<file path="src/rtl/cfgrb_pkg.sv">
package cfgrb_pkg;

    localparam int BYTE_W  = 8;
    localparam int ADDR_W  = 24;
    localparam int SEQ_LEN = 20;
    localparam int IDX_W   = $clog2(SEQ_LEN);

    localparam logic [BYTE_W-1:0] OP_FAST_READ   = 8'h0B;
    localparam logic [BYTE_W-1:0] OP_LEGACY_READ = 8'h03;

    // Configuration packet constants (logical, before bit reversal)
    localparam logic [BYTE_W-1:0] PAD_BYTE     = 8'hFF;
    localparam logic [BYTE_W-1:0] SYNC_HI      = 8'hAA;
    localparam logic [BYTE_W-1:0] SYNC_LO      = 8'h99;
    localparam logic [BYTE_W-1:0] HDR_WR_HI    = 8'h32;
    localparam logic [BYTE_W-1:0] HDR_GPR1_LO  = 8'h61;
    localparam logic [BYTE_W-1:0] HDR_GPR2_LO  = 8'h81;
    localparam logic [BYTE_W-1:0] HDR_CMD_HI   = 8'h30;
    localparam logic [BYTE_W-1:0] HDR_CMD_LO   = 8'hA1;
    localparam logic [BYTE_W-1:0] CMD_RELOAD_H = 8'h00;
    localparam logic [BYTE_W-1:0] CMD_RELOAD_L = 8'h0E;
    localparam logic [BYTE_W-1:0] NOOP_HI      = 8'h20;
    localparam logic [BYTE_W-1:0] NOOP_LO      = 8'h00;

    typedef enum logic {
        ST_IDLE = 1'b0,
        ST_SEND = 1'b1
    } seq_state_e;

    typedef struct packed {
        logic [ADDR_W-1:0] addr;
        logic [BYTE_W-1:0] opcode;
    } reboot_req_t;

    localparam logic [IDX_W-1:0] LAST_IDX = IDX_W'(SEQ_LEN - 1);

endpackage

</file>
<file path="src/rtl/cfgrb_bitrev.sv">
module cfgrb_bitrev #(
    parameter int WIDTH = 8
) (
    input  logic [WIDTH-1:0] din,
    output logic [WIDTH-1:0] dout
);
    for (genvar g = 0; g < WIDTH; g++) begin : g_swap
        assign dout[g] = din[WIDTH-1-g];
    end
endmodule

</file>
<file path="src/rtl/cfgrb_script.sv">
module cfgrb_script
    import cfgrb_pkg::*;
(
    input  logic [IDX_W-1:0]  idx,
    input  reboot_req_t       req,
    output logic [BYTE_W-1:0] byte_o
);
    always_comb begin
        unique case (idx)
            5'd0, 5'd1: byte_o = PAD_BYTE;
            5'd2:       byte_o = SYNC_HI;
            5'd3:       byte_o = SYNC_LO;
            5'd4:       byte_o = HDR_WR_HI;
            5'd5:       byte_o = HDR_GPR1_LO;
            5'd6:       byte_o = req.addr[15:8];
            5'd7:       byte_o = req.addr[7:0];
            5'd8:       byte_o = HDR_WR_HI;
            5'd9:       byte_o = HDR_GPR2_LO;
            5'd10:      byte_o = req.opcode;
            5'd11:      byte_o = req.addr[23:16];
            5'd12:      byte_o = HDR_CMD_HI;
            5'd13:      byte_o = HDR_CMD_LO;
            5'd14:      byte_o = CMD_RELOAD_H;
            5'd15:      byte_o = CMD_RELOAD_L;
            5'd16:      byte_o = NOOP_HI;
            5'd17:      byte_o = NOOP_LO;
            5'd18:      byte_o = NOOP_HI;
            5'd19:      byte_o = NOOP_LO;
            default:    byte_o = NOOP_LO;
        endcase
    end
endmodule

</file>
<file path="src/rtl/cfgrb_ctrl.sv">
module cfgrb_ctrl
    import cfgrb_pkg::*;
(
    input  logic             clk,
    input  logic             rst,
    input  logic             start_i,
    input  logic             ready_i,
    output logic             valid_o,
    output logic             busy_o,
    output logic             done_o,
    output logic             accept_o,
    output logic [IDX_W-1:0] idx_o
);
    seq_state_e       state_q;
    logic [IDX_W-1:0] idx_q;
    logic             done_q;
    logic             xfer;
    logic             at_last;

    assign xfer     = (state_q == ST_SEND) && ready_i;
    assign at_last  = (idx_q == LAST_IDX);
    assign accept_o = (state_q == ST_IDLE) && start_i;

    always_ff @(posedge clk) begin
        if (rst) begin
            state_q <= ST_IDLE;
            idx_q   <= '0;
            done_q  <= 1'b0;
        end else begin
            done_q <= xfer && at_last;
            unique case (state_q)
                ST_IDLE: begin
                    if (start_i) begin
                        state_q <= ST_SEND;
                        idx_q   <= '0;
                    end
                end
                ST_SEND: begin
                    if (xfer) begin
                        if (at_last) begin
                            state_q <= ST_IDLE;
                            idx_q   <= '0;
                        end else begin
                            idx_q <= idx_q + 1'b1;
                        end
                    end
                end
                default: state_q <= ST_IDLE;
            endcase
        end
    end

    assign valid_o = (state_q == ST_SEND);
    assign busy_o  = (state_q == ST_SEND);
    assign done_o  = done_q;
    assign idx_o   = idx_q;

    AST_IDX_IN_RANGE: assert property (@(posedge clk) disable iff (rst)
        idx_q <= LAST_IDX);

    AST_STALL_HOLDS_IDX: assert property (@(posedge clk) disable iff (rst)
        (valid_o && !ready_i) |=> (valid_o && $stable(idx_q)));

    AST_DONE_ONE_CYCLE: assert property (@(posedge clk) disable iff (rst)
        done_o |=> !done_o);

    AST_DONE_AFTER_LAST: assert property (@(posedge clk) disable iff (rst)
        done_o |-> (!busy_o && $past(valid_o && ready_i)));

    AST_BUSY_START_NO_RESTART: assert property (@(posedge clk) disable iff (rst)
        (busy_o && start_i && !ready_i) |=> (busy_o && $stable(idx_q)));

endmodule

</file>
<file path="src/rtl/cfg_reboot_seq.sv">
module cfg_reboot_seq
    import cfgrb_pkg::*;
#(
    parameter logic [7:0] FAST_OPCODE   = OP_FAST_READ,
    parameter logic [7:0] LEGACY_OPCODE = OP_LEGACY_READ
) (
    input  logic        clk,
    input  logic        rst,
    input  logic        start_i,
    input  logic [23:0] flash_addr_i,
    input  logic        legacy_read_i,
    output logic [7:0]  port_data_o,
    output logic        port_valid_o,
    input  logic        port_ready_i,
    output logic        busy_o,
    output logic        done_o
);
    reboot_req_t       req_q;
    logic              accept;
    logic [IDX_W-1:0]  idx;
    logic [BYTE_W-1:0] logical_byte;

    always_ff @(posedge clk) begin
        if (rst) begin
            req_q <= '0;
        end else if (accept) begin
            req_q.addr   <= flash_addr_i;
            req_q.opcode <= legacy_read_i ? LEGACY_OPCODE : FAST_OPCODE;
        end
    end

    cfgrb_ctrl u_ctrl (
        .clk      (clk),
        .rst      (rst),
        .start_i  (start_i),
        .ready_i  (port_ready_i),
        .valid_o  (port_valid_o),
        .busy_o   (busy_o),
        .done_o   (done_o),
        .accept_o (accept),
        .idx_o    (idx)
    );

    cfgrb_script u_script (
        .idx    (idx),
        .req    (req_q),
        .byte_o (logical_byte)
    );

    cfgrb_bitrev #(.WIDTH(BYTE_W)) u_rev (
        .din  (logical_byte),
        .dout (port_data_o)
    );

    AST_REQ_HELD_WHILE_BUSY: assert property (@(posedge clk) disable iff (rst)
        (busy_o && $past(busy_o)) |-> $stable(req_q));

    AST_DATA_HELD_ON_STALL: assert property (@(posedge clk) disable iff (rst)
        (port_valid_o && !port_ready_i) |=> $stable(port_data_o));

    AST_IDLE_QUIET: assert property (@(posedge clk) disable iff (rst)
        !busy_o |-> !port_valid_o);

endmodule

</file>
<file path="config.mk">
export PLATFORM = sky130hd
export DESIGN_NAME = cfg_reboot_seq
export DESIGN_NICKNAME = d
export VERILOG_FILES = /design/src/rtl/cfgrb_pkg.sv /design/src/rtl/cfgrb_bitrev.sv /design/src/rtl/cfgrb_script.sv /design/src/rtl/cfgrb_ctrl.sv /design/src/rtl/cfg_reboot_seq.sv
export SDC_FILE = /design/constraint.sdc
export NUM_CORES = 1
export LEC_CHECK = 0
export BUFFER_PORTS_ARGS = -buffer_cell sky130_fd_sc_hd__buf_2
export CORE_MARGIN = 3
export CORE_UTILIZATION = 45
export CTS_CLUSTER_DIAMETER = 30
export DETAILED_ROUTE_END_ITERATION = 7
export HOLD_SLACK_MARGIN = 0.1
export PLACE_DENSITY = 0.79
export SYNTH_ARGS = -nofsm -noshare
export SYNTH_HDL_FRONTEND = slang
export SYNTH_HIERARCHICAL = 1
export SYNTH_SLANG_ARGS = --single-unit
</file>
<file path="constraint.sdc">
create_clock -name clk -period 1.8 [get_ports clk]
set_input_delay 0.09 -clock clk [delete_from_list [all_inputs] [get_ports clk]]
set_output_delay 0.09 -clock clk [all_outputs]
set_load 0.05 [all_outputs]
</file>
==> results of run 1 <==
==> sequential cells by signal (all words and copies together), names as in the netlist <==
| register | cells |
|---|---|
| u_ctrl/done_o | 1 |
| req_q | 26 |
| u_ctrl/busy_o | 1 |
| u_ctrl/idx_o | 5 |
==> logic make-up after synthesis <==
group / count (synthesis) / synth area share
adder cells (fa/ha/maj): 1 / 0.00691
flip-flops: 33 / 0.365
buffers and inverters: 24 / 0.0989
AO/OA/AOI/OAI: 36 / 0.147
multiplexers: 25 / 0.138
AND/OR/NAND/NOR: 84 / 0.241
other: 1 / 0.00207
==> power by group through the flow <==
stage | clock network (mW) | logic [mW] | registers (mW)
finish | 0.553 | 0.224 | 0.794
global route | 0.586 | 0.248 | 0.800
CTS | 0.562 | 0.219 | 0.798
detailed placement | 0 | 0.175 | 0.813
global placement | 0 | 0.171 | 0.812
floorplan | 0 | 0.136 | 0.809
==> worst max path at each step <==
| stage | cells past startpoint | endpoint | from |
|---|---|---|---|
| finish | 6 | port_data_o[6] | u_ctrl/idx_o[1] |
| global route | 6 | port_data_o[0] | u_ctrl/idx_o[0] |
| CTS | 6 | port_data_o[4] | u_ctrl/idx_o[0] |
| detailed placement | 3 | req_q[14] | u_ctrl/busy_o |
| global placement | 6 | port_data_o[4] | u_ctrl/idx_o[0] |
| floorplan | 5 | req_q[11] | u_ctrl/busy_o |
==> final cells by class <==
type | instances | area share
clock buffer | 7 | 0.0357
inverter | 2 | 0.00310
multi-input combinational | 151 | 0.420
sequential | 33 | 0.279
tap | 48 | 0.0248
timing repair buffer | 77 | 0.237
==> per-layer routing <==
layer,global-route usage,up-vias,wire length (um)
li1,-,846,-
met1,0.237,774,1880
met2,0.307,61,2200
met3,0.0449,8,288
met4,0.0803,0,91
met5,0,-,0
==> critical path, delay by kind of cell, from the launching register on <==
family / cells / cell delay (ns)
compound gates: 2 / 0.32
buf+inv: 2 / 0.39
flops: 1 / 0.35
simple gates: 2 / 0.31
==> layout by cell type, fill, tap and decap left out, types with 2 or more instances in the layout <==
cell           count
a21oi_1            4
a221oi_2           2
a222oi_1           2
a22oi_1            3
a31o_2             2
a31oi_1            5
and3_4             2
buf_2             32
buf_4             15
buf_6              3
clkbuf_8           6
conb_1             5
dfxtp_1           28
dfxtp_2            2
dfxtp_4            3
dlygate4sd3_1     26
mux2i_1           25
nand2_1           12
nand2_2            2
nand2b_1           3
nand3_1            5
nand3b_1           4
nand4_1            3
nor2_1            35
nor2b_1            2
nor3_1             3
nor3_4             2
o211ai_1           2
o21ai_0            5
o21ai_1            2
o22ai_1            2
or3_1              2
==> what timing repair did <==
action                                  CTS  global route
endpoints found under the setup margin    8             7
setup buffers                             2             1
hold buffers                             26             0
pin swaps                                 2             5
gates resized for setup                  14            12
hold endpoints to repair                 26             0
==> stage by stage <==
step           cells  instance area, um2  hold WS [ns]  setup TNS (ns)  utilization
6_report         318                2420         0.125               0        0.642
5_1_grt          318                2420         0.124          -0.112        0.642
4_1_cts          317                2380         0.110               0        0.630
3_5_place_dp     282                1980         0.287               0        0.524
3_3_place_gp     282                1980         0.283               0        0.524
2_1_floorplan    208                1820         0.159               0            -
==> impl_results.md, run 1 <==
* Final wirelength at 4460 um
* Setup WS pre-CTS at 0.164 ns
* Worst-path cell chain: buf_4 > nor3_1 > a31oi_1 > a31o_2 > nand2_1 > clkbuf_4
* First-pass GRT wire length at 7380 um
* PortBufs at 39
* Cell taking the most area after synthesis: dfxtp_1
* Worst reg2reg path endpoint: req_q[11]
* Post-DP HPWL at 2870 um
* Final clock skew at 0.00369 ns
* Top cell type's share of synthesized area at 0.365
* Final Total Pwr at 1.57 mW
* RePlAce Congestion at 0.959
* Sw Share at 0.244
* Overall Global Routing Usage at 0.189
* Slew Viols, Final at 0
* Clk slew on worst S/H paths at 0.06 ns
* Layout area overhead at 33.7%
* Total leakage power at 0.986 nW
* Max-cap violations at 0
* Yosys Warn Count at 6
* RSZ-0062 raised after global routing: true
* Slowest cell on the critical path: dfxtp_2
* Worst endpoint data arrival time at 1.67 ns
* Antenna violations before repair at 0
* Detail Route Antenna Nets at 0
* Top FF cell, synth: dfxtp_1
* DIE AREA at 4820 um2
* Syn avg cell area at 8.87 um2
* Initial Utilization at 0.480
* CTS Buffer Depth at 2
* Reg area at 674 um2
* EDFF count, synth at 0
* CTS Buf Count at 5
* Endpoints failing setup at 0
* Critical Path RT at 1.71 ns
* CP max FO at 8
* Pwr dens at 649 nW/um2
* Post-synth top cells: nor2_1, dfxtp_1, mux2i_1
* Die Wd at 69.4 um
* CP Launch Type: flip-flop
* Min Tclk post-route at 1.76 ns
* Vias in the first global route at 1,573
* Vias post-DR at 1,689
* Synth top area cells: dfxtp_1, mux2i_1, nor2_1
* Final Cycle Share at 0.977
* Max IR drop VDD at 0.325 mV
* Vias per inst at 5.31
* Die Y at 69.4 um
* Sequential-to-total area share from yosys stat at 0.365
* WL/cell at 14.0 um
* Crit end category: output port
* Mapped Area at 1810 um2
* Synthesized netlist cell count at 204
* Psw at 0.384 mW
* Clock Sinks at 33
* Setup ws final at 0.0406 ns
* Gate power share at 0.142
* FF-to-FF path depth at 3
* Core area at 3770 um2
* Fillers at 285
* Crit path largest cell delay at 0.35 ns
* 1st-iter DRT viols at 134
* HP Class: primary input to flip-flop
* Clk network pwr share at 0.352
* Async set-or-reset flop fraction in the synthesized netlist at 0
* FP Rows at 22
* Largest net degree at the start of global routing at 34
* Synth cell types at 47
* Post-layout nets at 300
* Relative slew slack at 0.482
* Io pins at 40
* Root Buffer: clkbuf_8
* GRT Residual Overflow at 0
* Worst-margin pin slew at 0.777 ns
* Hold Path Depth at 3
* Worst r2r src: u_ctrl/busy_o
* Internal power at 1.19 mW
* Register bit count reported by yosys at 33
* Diodes inserted at 0
* Outcome: complete, no violations
* Hold Path Sink: u_ctrl/done_o
* Crit Path Category: flip-flop to output port
* R2R Setup Slk at 0.15 ns
* Fmax achieved at 568 MHz
* Htree depth at 2
* Clock latency at the later pin of the worst-skew pair at 0.28 ns
* Share of layout cells above drive strength 1 at 0.300
* Worst hold start: port_ready_i
* Area taken by multi-input logic gates at 1020 um2
* DRC errors left at 0
* Dominant cell by count in the synthesized netlist: nor2_1
* 1st-pass router iterations at 4
* Sequential fraction of design power at 0.506
* CTS tree: yes
* Count of final hold-check violations at 0
(Power assumes the default switching activity.)
==> run 2: changes to the inputs <==
- CORE_UTILIZATION: 45 -> 40
- PLACE_DENSITY: 0.79 -> 0.73
==> impl_results.md, run 2 (same netlist as run 1, synthesis figures left out) <==
* Layout Cells excl Fill at 320 (was 318)
* Antenna violations before repair at 0 (unchanged)
* Clk network pwr share at 0.374 (was 0.352)
* Final Cycle Share at 0.972 (was 0.977)
* Most frequent cells in the layout: nor2_1, buf_2, dfxtp_1 (unchanged)
* CP Launch Type: flip-flop (unchanged)
* CTS Buf Count at 5 (unchanged)
* Vias post-DR at 1,657 (was 1,689)
* DIE AREA at 5370 um2 (was 4820 um2)
* Post-Place Cell Area at 1980 um2 (about the same)
* HP Class: primary input to flip-flop (unchanged)
* Critical Path RT at 1.71 ns (about the same)
* Pwr dens at 671 nW/um2 (was 649 nW/um2)
* FF-to-FF path depth at 3 (unchanged)
* Root Buffer: clkbuf_8 (unchanged)
* Placed cells at 284 (was 282)
* PortBufs at 39 (unchanged)
* Delay-heaviest family, CP: buffers and inverters (unchanged)
* Diodes inserted at 0 (unchanged)
* Total leakage power at 0.991 nW (was 0.986 nW)
* Io pins at 40 (unchanged)
* Outcome: complete, no violations (unchanged)
* Crit end category: output port (unchanged)
* WL/cell at 13.7 um (was 14.0 um)
* Reg with most FFs: req_q (unchanged)
* CTS Buffer Depth at 2 (unchanged)
* Max FFs per register at 26 (unchanged)
* Slowest cell on the critical path: dfxtp_2 (unchanged)
* Worst r2r src: u_ctrl/busy_o (unchanged)
* Die Y at 73.3 um (was 69.4 um)
* Clk slew on worst S/H paths at 0.06 ns (about the same)
* Gate power share at 0.136 (was 0.142)
* Final wirelength at 4400 um (was 4460 um)
* Hold Path Depth at 3 (unchanged)
* Worst hold start: port_ready_i (unchanged)
* Fmax achieved at 572 MHz (was 568 MHz)
* Count of final hold-check violations at 0 (unchanged)
* R2R Setup Slk at 0.16 ns (was 0.15 ns)
* Clock latency at the later pin of the worst-skew pair at 0.29 ns (was 0.28 ns)
* Endpoints failing setup at 0 (unchanged)
* Largest net degree at the start of global routing at 34 (unchanged)
* Max IR drop VDD at 0.314 mV (was 0.325 mV)
* Max-cap violations at 0 (unchanged)
* 1st-pass router iterations at 4 (unchanged)
* Final clock skew at 0.00245 ns (was 0.00369 ns)
* Crit path largest cell delay at 0.44 ns (was 0.35 ns)
* Core area at 4170 um2 (was 3770 um2)
* Internal power at 1.23 mW (was 1.19 mW)
* Crit Path Category: flip-flop to output port (unchanged)
* Sequential fraction of design power at 0.490 (was 0.506)
* Worst reg2reg path endpoint: req_q[12] (was req_q[11])
* Setup WS pre-CTS at 0.146 ns (was 0.164 ns)
* Worst endpoint data arrival time at 1.66 ns (was 1.67 ns)
* Crit-path most repeated cell: buf_4
* Psw at 0.398 mW (was 0.384 mW)
* 1st-iter DRT viols at 98 (was 134)
* Detail Route Antenna Nets at 0 (unchanged)
* Die Wd at 73.3 um (was 69.4 um)
* Sw Share at 0.244 (about the same)
* Slew Viols, Final at 0 (unchanged)
* Worst-margin pin slew at 0.795 ns (was 0.777 ns)
* Final Total Pwr at 1.63 mW (was 1.57 mW)
* DRC errors left at 0 (unchanged)
* Hold Path Sink: u_ctrl/done_o (unchanged)
* Vias in the first global route at 1,645 (was 1,573)
* Relative slew slack at 0.470 (was 0.482)
* Layout area overhead at 34.2% (was 33.7%)
* WP buf/inv at 3 (was 2)
* Final instance area at 2430 um2 (was 2420 um2)
* Vias per inst at 5.18 (was 5.31)
* GRT Residual Overflow at 0 (unchanged)
* Setup ws final at 0.0513 ns (was 0.0406 ns)
* Min Tclk post-route at 1.75 ns (was 1.76 ns)
* Worst-path cell chain: buf_4 > inv_1 > o21ai_0 > a31o_2 > nand2_1 > buf_4 (was buf_4 > nor3_1 > a31oi_1 > a31o_2 > nand2_1 > clkbuf_4)
* Post-layout nets at 299 (was 300)
* Initial Utilization at 0.434 (was 0.480)
* FP Rows at 23 (was 22)
* Overall Global Routing Usage at 0.180 (was 0.189)
* Most common cell after layout, fill and taps aside: nor2_1 (unchanged)
* Htree depth at 2 (unchanged)
* RePlAce Congestion at 0.921 (was 0.959)
* RSZ-0062 raised after global routing: true (unchanged)
* CTS tree: yes (unchanged)
* Post-DP HPWL at 3080 um (was 2870 um)
* Clock Sinks at 33 (unchanged)
* CP max FO at 7 (was 8)
* Share of layout cells above drive strength 1 at 0.304 (was 0.300)
* First-pass GRT wire length at 7400 um (was 7380 um)
-- run 2: layer usage --
| metal | vias up | part of all wire | global-route usage |
|---|---|---|---|
| li1 | 847 | - | - |
| met4 | 0 | 0.028 | 0.100 |
| met3 | 9 | 0.047 | 0.0342 |
| met2 | 38 | 0.46 | 0.285 |
| met5 | - | 0 | 0 |
| met1 | 763 | 0.46 | 0.228 |
-- run 2: per-stage QoR --
step	hold slack, ns	util	setup TNS, ns
final	0.117	0.582	0
after global routing	0.131	0.582	-0.0430
after floorplan	0.159	-	0
after global placement	0.283	0.474	0
after detailed placement	0.289	0.474	0
after CTS	0.102	0.569	0
-- run 2: worst max-delay path by stage --
| stage | from | endpoint | depth (start not counted) |
|---|---|---|---|
| floorplan | u_ctrl/busy_o | req_q[11] | 5 |
| global placement | u_ctrl/idx_o[1] | port_data_o[4] | 5 |
| detailed placement | u_ctrl/idx_o[1] | port_data_o[4] | 5 |
| CTS | u_ctrl/idx_o[1] | port_data_o[2] | 5 |
| global route | u_ctrl/idx_o[2] | port_data_o[6] | 6 |
| finish | u_ctrl/idx_o[2] | port_data_o[6] | 6 |
-- run 2: what timing repair did --
item / CTS / global route
gates resized for setup: 9 / 19
pin swaps: 1 / 3
hold buffers: 26 / 0
buffers inserted: 2 / 0
setup endpoints to repair: 8 / 7
hold endpoints to repair: 26 / 0
-- run 2: power by group through the flow --
stage,clock network [mW],registers (mW),logic (mW)
2_1_floorplan,0,0.809,0.136
3_5_place_dp,0,0.815,0.176
3_3_place_gp,0,0.813,0.172
5_1_grt,0.648,0.803,0.247
6_report,0.609,0.798,0.221
4_1_cts,0.637,0.799,0.220
-- run 2: worst register-to-register path: cells and delay by family, from the launching register on --
kind          cells  cell delay [ns]
flops             1             0.38
mux               1             0.29
simple gates      2             0.83
-- run 2: cell type report --
cell class	instances	area, um2
clock buffer	7	96.3
fill	365	1740
tap	50	62.6
timing repair buffer	76	563
clock inverter	1	5.00
sequential	33	669
multi-input combinational	151	1020
inverter	2	7.51
==> run 3: changes to the inputs <==
- CORE_UTILIZATION: 40 -> 53
- PLACE_DENSITY: 0.73 -> 0.83
==> impl_results.md, run 3 (same netlist as run 1, synthesis figures left out) <==
* Most common cell after layout, fill and taps aside: nor2_1 (unchanged)
* Critical Path RT at 1.71 ns (about the same)
* Placed cells at 280 (was 284)
* Share of layout cells above drive strength 1 at 0.337 (was 0.304)
* Overall Global Routing Usage at 0.236 (was 0.180)
* WL/cell at 15.7 um (was 13.7 um)
* Layout Cells excl Fill at 320 (unchanged)
* Vias post-DR at 1,792 (was 1,657)
* Htree depth at 2 (unchanged)
* Worst-path cell chain: nand2b_4 > nor3_4 > buf_4 > a222oi_1 > nand2_1 > buf_6 (was buf_4 > inv_1 > o21ai_0 > a31o_2 > nand2_1 > buf_4)
* Crit path largest cell delay at 0.38 ns (was 0.44 ns)
* CTS tree: yes (unchanged)
* Relative slew slack at 0.475 (was 0.470)
* Total leakage power at 1.03 nW (was 0.991 nW)
* Max FFs per register at 26 (unchanged)
* Outcome: complete, but fails checks (was complete, no violations)
* Worst Hold Slack at 0.235 ns (was 0.117 ns)
* Final Cycle Share at 1.00 (was 0.972)
* Crit Path Category: flip-flop to output port (unchanged)
* CTS Buffer Depth at 2 (unchanged)
* Worst endpoint data arrival time at 1.71 ns (was 1.66 ns)
* Crit end category: output port (unchanged)
* Most frequent cells in the layout: nor2_1, buf_2, dfxtp_1 (unchanged)
* Met3 usage at 0.0572 (was 0.0342)
* Delay-heaviest family, CP: flip-flops (was buffers and inverters)
* Io pins at 40 (unchanged)
* Core area at 3150 um2 (was 4170 um2)
* Detail Route Antenna Nets at 0 (unchanged)
* RSZ-0062 raised after global routing: true (unchanged)
* CP Launch Type: flip-flop (unchanged)
* 1st-iter DRT viols at 160 (was 98)
* Clk slew on worst S/H paths at 0.10 ns (was 0.06 ns)
* Max-cap violations at 0 (unchanged)
* Largest net degree at the start of global routing at 34 (unchanged)
* FP Rows at 20 (was 23)
* Max IR drop VDD at 0.437 mV (was 0.314 mV)
* DRC errors left at 0 (unchanged)
* Die Y at 64.4 um (was 73.3 um)
* Pwr dens at 646 nW/um2 (was 671 nW/um2)
* WP buf/inv at 2 (was 3)
* Root Buffer: clkbuf_4 (was clkbuf_8)
* DIE AREA at 4150 um2 (was 5370 um2)
* Final TNS setup at -0.00350 ns (was 0 ns)
* Gr busiest metal: met2 (unchanged)
* Clock latency at the later pin of the worst-skew pair at 0.34 ns (was 0.29 ns)
* CTS Buf Count at 5 (unchanged)
* 1st-pass router iterations at 4 (unchanged)
* Met2 usage at 0.392 (was 0.285)
* Endpoints failing setup at 1 (was 0)
* Diodes inserted at 0 (unchanged)
* Setup ws final at -0.00350 ns (was 0.0513 ns)
* Count of final hold-check violations at 0 (unchanged)
* Slew Viols, Final at 0 (unchanged)
* Post-DP HPWL at 2780 um (was 3080 um)
* Post-layout nets at 305 (was 299)
* Final clock skew at 0.00888 ns (was 0.00245 ns)
* Setup WS pre-CTS at 0.167 ns (was 0.146 ns)
* RePlAce Congestion at 0.872 (was 0.921)
* Slowest cell on the critical path: dfxtp_2 (unchanged)
* Worst-margin pin slew at 0.788 ns (was 0.795 ns)
* GRT Residual Overflow at 0 (unchanged)
* Fmax achieved at 554 MHz (was 572 MHz)
* Clock Sinks at 33 (unchanged)
* Failing checks: setup timing
* Fillers at 184 (was 365)
* CP max FO at 4 (was 7)
* Initial Utilization at 0.574 (was 0.434)
* Vias in the first global route at 1,634 (was 1,645)
* Vias per inst at 5.60 (was 5.18)
* Final wirelength at 5020 um (was 4400 um)
* Met1 Use GR at 0.282 (was 0.228)
* Min Tclk post-route at 1.80 ns (was 1.75 ns)
* Layout area overhead at 37.4% (was 34.2%)
* Die Wd at 64.4 um (was 73.3 um)
* HP Class: primary input to flip-flop (unchanged)
* PortBufs at 39 (unchanged)
* Antenna violations before repair at 0 (unchanged)
* First-pass GRT wire length at 7530 um (was 7400 um)
* Reg with most FFs: req_q (unchanged)
-- run 3: changes by cell type in the layout (fill, tap and decap cells not counted), sizes merged --
| cell | previous run | this run |
|---|---|---|
| bufinv | 0 | 1 |
| dlygate4sd3 | 26 | 27 |
| buf | 49 | 54 |
| clkinv | 1 | 0 |
-- run 3: layer usage --
layer | up-vias | wire [um]
met4 | 0 | 204
met3 | 24 | 316
met2 | 79 | 2440
met1 | 835 | 2060
li1 | 854 | -
met5 | - | 0
-- run 3: layout make-up --
cell class / count / area [um2] / share of cell area
Multi-Input combinational cell: 151 / 1040 / 0.418
Tap cell: 44 / 55.1 / 0.0221
Sequential cell: 33 / 677 / 0.272
Clock inverter: 1 / 30.0 / 0.0121
Inverter: 2 / 7.51 / 0.00302
Clock buffer: 7 / 55.1 / 0.0221
Timing Repair Buffer: 82 / 622 / 0.250
-- run 3: where the power goes --
part	internal (mW)	switching (mW)
logic	0.121	0.110
registers	0.764	0.0294
clock network	0.332	0.250
total	1.22	0.389
-- run 3: worst paths after layout --
kind	startpoint	to	slack [ns]	cells after the start
hold reg to reg	req_q[1]	req_q[1]	0.50	2
hold / removal	rst	req_q[15]	0.24	2
setup reg to reg	u_ctrl/busy_o	req_q[16]	0.13	3
setup / recovery	u_ctrl/idx_o[4]	port_data_o[5]	-0.004	6
-- run 3: timing repair --
| item | 4_1_cts | 5_1_grt |
|---|---|---|
| hold endpoints to repair | 27 | 0 |
| pin swaps | 2 | 8 |
| endpoints found under the setup margin | 8 | 8 |
| resized for setup | 17 | 24 |
| hold buffers | 27 | 0 |
| setup buffers | 2 | 3 |
-- run 3: through the flow --
step,power (mW),area [um2],utilization
6_report,1.61,2490,0.788
5_1_grt,1.67,2490,0.788
4_1_cts,1.61,2400,0.761
3_5_place_dp,0.988,1990,0.630
3_3_place_gp,0.984,1990,0.630
2_1_floorplan,0.945,1820,-
